===== config.mk =====
export PLATFORM = sky130hd
export DESIGN_NAME = mac_dual_acc
export DESIGN_NICKNAME = d
export VERILOG_FILES = /design/src/rtl/mac_dual_pkg.sv /design/src/rtl/mac_mult.sv /design/src/rtl/mac_acc_bank.sv /design/src/rtl/mac_readout.sv /design/src/rtl/mac_dual_acc.sv
export SDC_FILE = /design/constraint.sdc
export NUM_CORES = 1
export LEC_CHECK = 0
export ABC_AREA = 1
export BUFFER_PORTS_ARGS = -buffer_cell sky130_fd_sc_hd__buf_2
export CORE_ASPECT_RATIO = 0.6
export CORE_MARGIN = 5
export CORE_UTILIZATION = 25
export CTS_BUF_LIST = sky130_fd_sc_hd__clkbuf_8
export DETAILED_ROUTE_END_ITERATION = 8
export GPL_TIMING_DRIVEN = 0
export SETUP_SLACK_MARGIN = 0.1
export SYNTH_ARGS = -nofsm -noshare
export SYNTH_HDL_FRONTEND = slang
export SYNTH_SLANG_ARGS = --single-unit

===== constraint.sdc =====
create_clock -name clk -period 7.7 [get_ports clk]
set_clock_uncertainty 0.1 [all_clocks]
set_input_delay 0.77 -clock clk [delete_from_list [all_inputs] [get_ports clk]]
set_output_delay 0.77 -clock clk [all_outputs]
set_load 0.005 [all_outputs]

===== src/rtl/mac_dual_pkg.sv =====
`timescale 1ns/1ps
package mac_dual_pkg;
  typedef enum logic [1:0] {
    OP_HOLD = 2'b00,
    OP_LOAD = 2'b01,
    OP_ADD  = 2'b10,
    OP_SUB  = 2'b11
  } mac_op_e;
endpackage


===== src/rtl/mac_mult.sv =====
`timescale 1ns/1ps
module mac_mult #(
  parameter int OP_W  = 16,
  parameter int ACC_W = 40
) (
  input  logic [OP_W-1:0]  a,
  input  logic [OP_W-1:0]  b,
  input  logic             a_sgn,
  input  logic             b_sgn,
  output logic [ACC_W-1:0] prod_ext
);
  localparam int PW  = 2*OP_W + 2;
  localparam int EXT = ACC_W - PW;

  // each operand widened by one bit carrying its sign (or zero)
  function automatic logic signed [PW-1:0] mixed_mul(
      input logic [OP_W-1:0] x, input logic xs,
      input logic [OP_W-1:0] y, input logic ys);
    logic signed [OP_W:0] xe;
    logic signed [OP_W:0] ye;
    xe = {xs & x[OP_W-1], x};
    ye = {ys & y[OP_W-1], y};
    return PW'(xe) * PW'(ye);
  endfunction

  logic signed [PW-1:0] prod_raw;
  assign prod_raw = mixed_mul(a, a_sgn, b, b_sgn);

  generate
    if (EXT > 0) begin : g_ext
      assign prod_ext = {{EXT{prod_raw[PW-1]}}, prod_raw};
    end else begin : g_trunc
      assign prod_ext = prod_raw[ACC_W-1:0];
    end
  endgenerate
endmodule


===== src/rtl/mac_acc_bank.sv =====
`timescale 1ns/1ps
module mac_acc_bank
  import mac_dual_pkg::*;
#(
  parameter int NUM_ACC = 2,
  parameter int ACC_W   = 40,
  parameter int SEL_W   = 1
) (
  input  logic                     clk,
  input  logic                     rst_n,
  input  logic                     in_valid,
  input  mac_op_e                  op,
  input  logic [SEL_W-1:0]         sel,
  input  logic                     clr,
  input  logic [ACC_W-1:0]         prod,
  output logic [NUM_ACC*ACC_W-1:0] acc_flat
);
  function automatic logic [ACC_W-1:0] next_acc(
      input mac_op_e o, input logic [ACC_W-1:0] cur, input logic [ACC_W-1:0] p);
    case (o)
      OP_LOAD: return p;
      OP_ADD:  return cur + p;
      OP_SUB:  return cur - p;
      default: return cur;
    endcase
  endfunction

  logic [NUM_ACC-1:0] clr_hit;
  logic [NUM_ACC-1:0] upd_hit;

  genvar i;
  generate
    for (i = 0; i < NUM_ACC; i++) begin : g_acc
      logic [ACC_W-1:0] acc_q;
      assign clr_hit[i] = clr && (sel == SEL_W'(i));
      assign upd_hit[i] = !clr && in_valid && (sel == SEL_W'(i));
      always_ff @(posedge clk) begin
        if (!rst_n)          acc_q <= '0;
        else if (clr_hit[i]) acc_q <= '0;
        else if (upd_hit[i]) acc_q <= next_acc(op, acc_q, prod);
      end
      assign acc_flat[i*ACC_W +: ACC_W] = acc_q;
    end
  endgenerate
endmodule


===== src/rtl/mac_readout.sv =====
`timescale 1ns/1ps
module mac_readout #(
  parameter int NUM_ACC = 2,
  parameter int ACC_W   = 40,
  parameter int RES_W   = 32,
  parameter int SEL_W   = 1,
  parameter bit SAT_EN  = 1'b1
) (
  input  logic [NUM_ACC*ACC_W-1:0] acc_flat,
  input  logic [SEL_W-1:0]         sel,
  input  logic                     sat_rd,
  output logic [ACC_W-1:0]         acc_out,
  output logic                     ovf_out
);
  localparam int GB = ACC_W - RES_W + 1;

  function automatic logic guard_mismatch(input logic [ACC_W-1:0] v);
    logic [GB-1:0] top;
    top = v[ACC_W-1:RES_W-1];
    return !((&top) || !(|top));
  endfunction

  function automatic logic [ACC_W-1:0] clamp(input logic [ACC_W-1:0] v);
    logic [ACC_W-1:0] lim;
    lim = {{(ACC_W-RES_W+1){1'b0}}, {(RES_W-1){1'b1}}};
    return v[ACC_W-1] ? ~lim : lim;
  endfunction

  logic [ACC_W-1:0] raw_sel;
  logic             sat_now;

  assign raw_sel = acc_flat[sel*ACC_W +: ACC_W];
  assign ovf_out = guard_mismatch(raw_sel);
  assign sat_now = SAT_EN && sat_rd && ovf_out;
  assign acc_out = sat_now ? clamp(raw_sel) : raw_sel;
endmodule


===== src/rtl/mac_dual_acc.sv =====
`timescale 1ns/1ps
module mac_dual_acc
  import mac_dual_pkg::*;
#(
  parameter int OP_W    = 16,
  parameter int ACC_W   = 40,
  parameter int RES_W   = 32,
  parameter int NUM_ACC = 2,
  parameter int SEL_W   = (NUM_ACC > 1) ? $clog2(NUM_ACC) : 1,
  parameter bit SAT_EN  = 1'b1
) (
  input  logic             clk,
  input  logic             rst_n,
  input  logic             in_valid,
  input  logic [OP_W-1:0]  op_a,
  input  logic [OP_W-1:0]  op_b,
  input  logic             a_signed,
  input  logic             b_signed,
  input  logic [1:0]       op_code,
  input  logic [SEL_W-1:0] acc_sel,
  input  logic             clr,
  input  logic             sat_rd,
  output logic [ACC_W-1:0] acc_out,
  output logic             ovf_out
);
  mac_op_e                  op;
  logic [ACC_W-1:0]         prod_ext;
  logic [NUM_ACC*ACC_W-1:0] acc_flat;

  assign op = mac_op_e'(op_code);

  mac_mult #(.OP_W(OP_W), .ACC_W(ACC_W)) u_mult (
    .a(op_a), .b(op_b), .a_sgn(a_signed), .b_sgn(b_signed), .prod_ext(prod_ext)
  );

  mac_acc_bank #(.NUM_ACC(NUM_ACC), .ACC_W(ACC_W), .SEL_W(SEL_W)) u_bank (
    .clk(clk), .rst_n(rst_n), .in_valid(in_valid), .op(op), .sel(acc_sel),
    .clr(clr), .prod(prod_ext), .acc_flat(acc_flat)
  );

  mac_readout #(.NUM_ACC(NUM_ACC), .ACC_W(ACC_W), .RES_W(RES_W),
                .SEL_W(SEL_W), .SAT_EN(SAT_EN)) u_rd (
    .acc_flat(acc_flat), .sel(acc_sel), .sat_rd(sat_rd),
    .acc_out(acc_out), .ovf_out(ovf_out)
  );
endmodule


==> results.md <==
* Status: complete, but fails checks
* Failing checks: setup timing
* Vias/cell at 4.91
* Largest net degree at the start of global routing at 16
* Clk buf depth at 2
* CTS tree: yes
* Clock sinks at 80
* Register area share after synthesis at 7.42%
* Die area at 0.0925 sq mm
* Max H-tree Level at 3
* # DRC at 0
* Avg Synthesized Cell Area at 6.47 sq um
* Most frequent cells in the layout: 734 x nand2_1, 660 x inv_1, 280 x fa_1
* WL/cell at 18.1 um
* Setup violations, final at 29
* Fin nets at 4181
* Num CTS Buffers at 9
* Cts hold-fix bufs at 0
* Cell count after synthesis at 3334
* Core ar. at 0.0856 sq mm
* Total number of vias at 23800
* First-pass GRT wire length at 132 mm
* Synth area leaders: fa_1 28%, nand2_1 16%, inv_1 13%, ha_1 8.1%, dfxtp_1 7.4%
* Crit path max fanout at 6
* Critical path class: input port to register
* Worst path required time at 7.98 ns
* Maxcap violations at 0
* CP Capture Type: register
* Tcrit/Tclk final at 105%
* HP Class: register to register
* Clk_lat worst skew at 0.46 ns
* Commonest non-fill, non-tap cell in the layout: nand2_1
* Layout cells sized above 1 at 30.4%
* Non-filler cells, final at 4854
* Antenna violations before repair at 3
* Critical Path AT at 8.33 ns
* Hold Fails Final Rpt at 0
* Yosys reg bits at 80
* Synth area leader: fa_1
* Relative slew slack at 13.3%
* Detail Placement HPWL at 67.5 mm
* Clock slew at reported path FFs at 0.12 ns
* Die height at 238 um
* Yosys top cell area share at 27.7%
* DP Cell Count at 4530
* TNS Setup at -5.85 ns
* CP Launch Type: input port
* Largest Register: u_bank.g_acc.acc_q
* Die X at 389 um
* I/O Buffers at 49
* Largest registers: u_bank.g_acc.acc_q: 80 flops
* Fmax at 124 MHz
* RSZ-0062 raised after global routing: true
* Synth Cell Area at 0.0216 sq mm
* Most used cell, CP: fa_1
* Iteration-0 DRC Markers at 2499
* Final Slew Violations at 0
* Post-route minimum period at 8.05 ns
* Final ANT Viol Nets at 0
* First drt pass iteration count at 6
* Gr usage total at 18.3%
* Yosys warnings at 0
* Post-synth EDFFs at 0
* Worst setup margin at -0.350 ns
* # rows at 83
* Remaining Overflow, GRT at 0
* Routed WL at 87.9 mm
* Synth Net Count at 3814
* Initial core utilization at 25.2%
* Ports at 83
* Measured slew at the worst slew-check pin at 1.30 ns
* Main synth FF type: dfxtp_1
* Number of flip-flops in the largest register at 80
* Slowest cell delay on critical path at 0.55 ns
* Vias in the first global route at 22500
* CTS root buf: clkbuf_8
* P&R area growth vs syn at 40.4%
* Gpl congestion at 0.978
* CP max-delay cell: fa_1
* Async set-reset flop share out of synthesis at 0%
* Library cells used by synthesis at 48
-- logic make-up (layout without fill, tap and decap cells) --
kind of cell | after synthesis | in the layout | share of synthesized area, %
buffers and inverters | 880 | 1252 | 15.4
other | 0 | 1 | 0
and+or+nand+nor | 1436 | 1436 | 27.9
adders and majority gates | 438 | 438 | 35.8
DFF | 80 | 80 | 7.42
AOI/OAI and AO/OA | 448 | 448 | 11.3
xor gates and xnor gates | 51 | 51 | 2.21
muxes | 1 | 1 | 0.0464
-- cell type report --
type | count | area, sq um
antenna | 1 | 2.50
buffer | 122 | 1460
clock buffer | 10 | 138
clock inverter | 6 | 50.0
fill | 8914 | 55300
inverter | 758 | 2860
multi-input combinational | 2374 | 19900
sequential | 80 | 1600
tap | 1147 | 1440
timing repair buffer | 356 | 2840
-- stage by stage --
step	cell area (sq um)	hold WS (ns)	util (%)	setup WS, ns
floorplan	22200	0.350	-	-0.0689
global placement	23900	0.377	27.9	-1.97
detailed placement	23900	0.384	27.9	-1.97
CTS	28300	0.400	33.1	-0.266
global route	30300	0.441	35.4	-0.663
finish	30300	0.413	35.4	-0.350
-- worst max-delay path, delay by kind of cell --
family / cells / cell delay [ns]
fa+ha+maj: 8 / 3.59
simple gates: 14 / 1.19
xor+xnor: 1 / 0.20
buf+inv: 12 / 1.01
compound gates: 10 / 1.56
-- layer usage --
metal  track usage, %  up-vias  share of wire, %
li1                 -    10900                 -
met1             27.7    11600                46
met2             26.1     1144                41
met3             4.96      112                12
met4             2.57        0               1.6
met5                0        -                 0
-- worst paths after layout --
check / depth (start not counted) / slack [ns] / start / end
setup reg to reg: 19 / 4.10 / u_bank.g_acc[0].acc_q[0] / u_bank.g_acc[0].acc_q[20]
hold reg to reg: 2 / 0.41 / u_bank.g_acc[1].acc_q[0] / u_bank.g_acc[1].acc_q[0]
hold / removal: 2 / 0.41 / u_bank.g_acc[1].acc_q[0] / u_bank.g_acc[1].acc_q[0]
setup / recovery: 45 / -0.35 / op_b[3] / u_bank.g_acc[0].acc_q[36]
-- synthesized netlist by cell type (36+ instances only) --
library cell	instances
nand4_1	43
inv_1	732
nand2_1	939
a21oi_1	168
nand3_1	159
o21ai_0	161
ha_1	140
dfxtp_1	80
fa_1	298
clkbuf_1	112
nor2_1	195
xor2_1	36
a31oi_1	77
-- repair_timing --
action,4_1_cts,5_1_grt
endpoints found under the setup margin,52,47
setup buffers,254,94
cloned,1,2
gates resized for setup,566,361
pin swaps,233,242
Power is left out: the tool's default activity adds up to more than one toggle a clock period on the data nets, which glitch-free logic cannot reach.
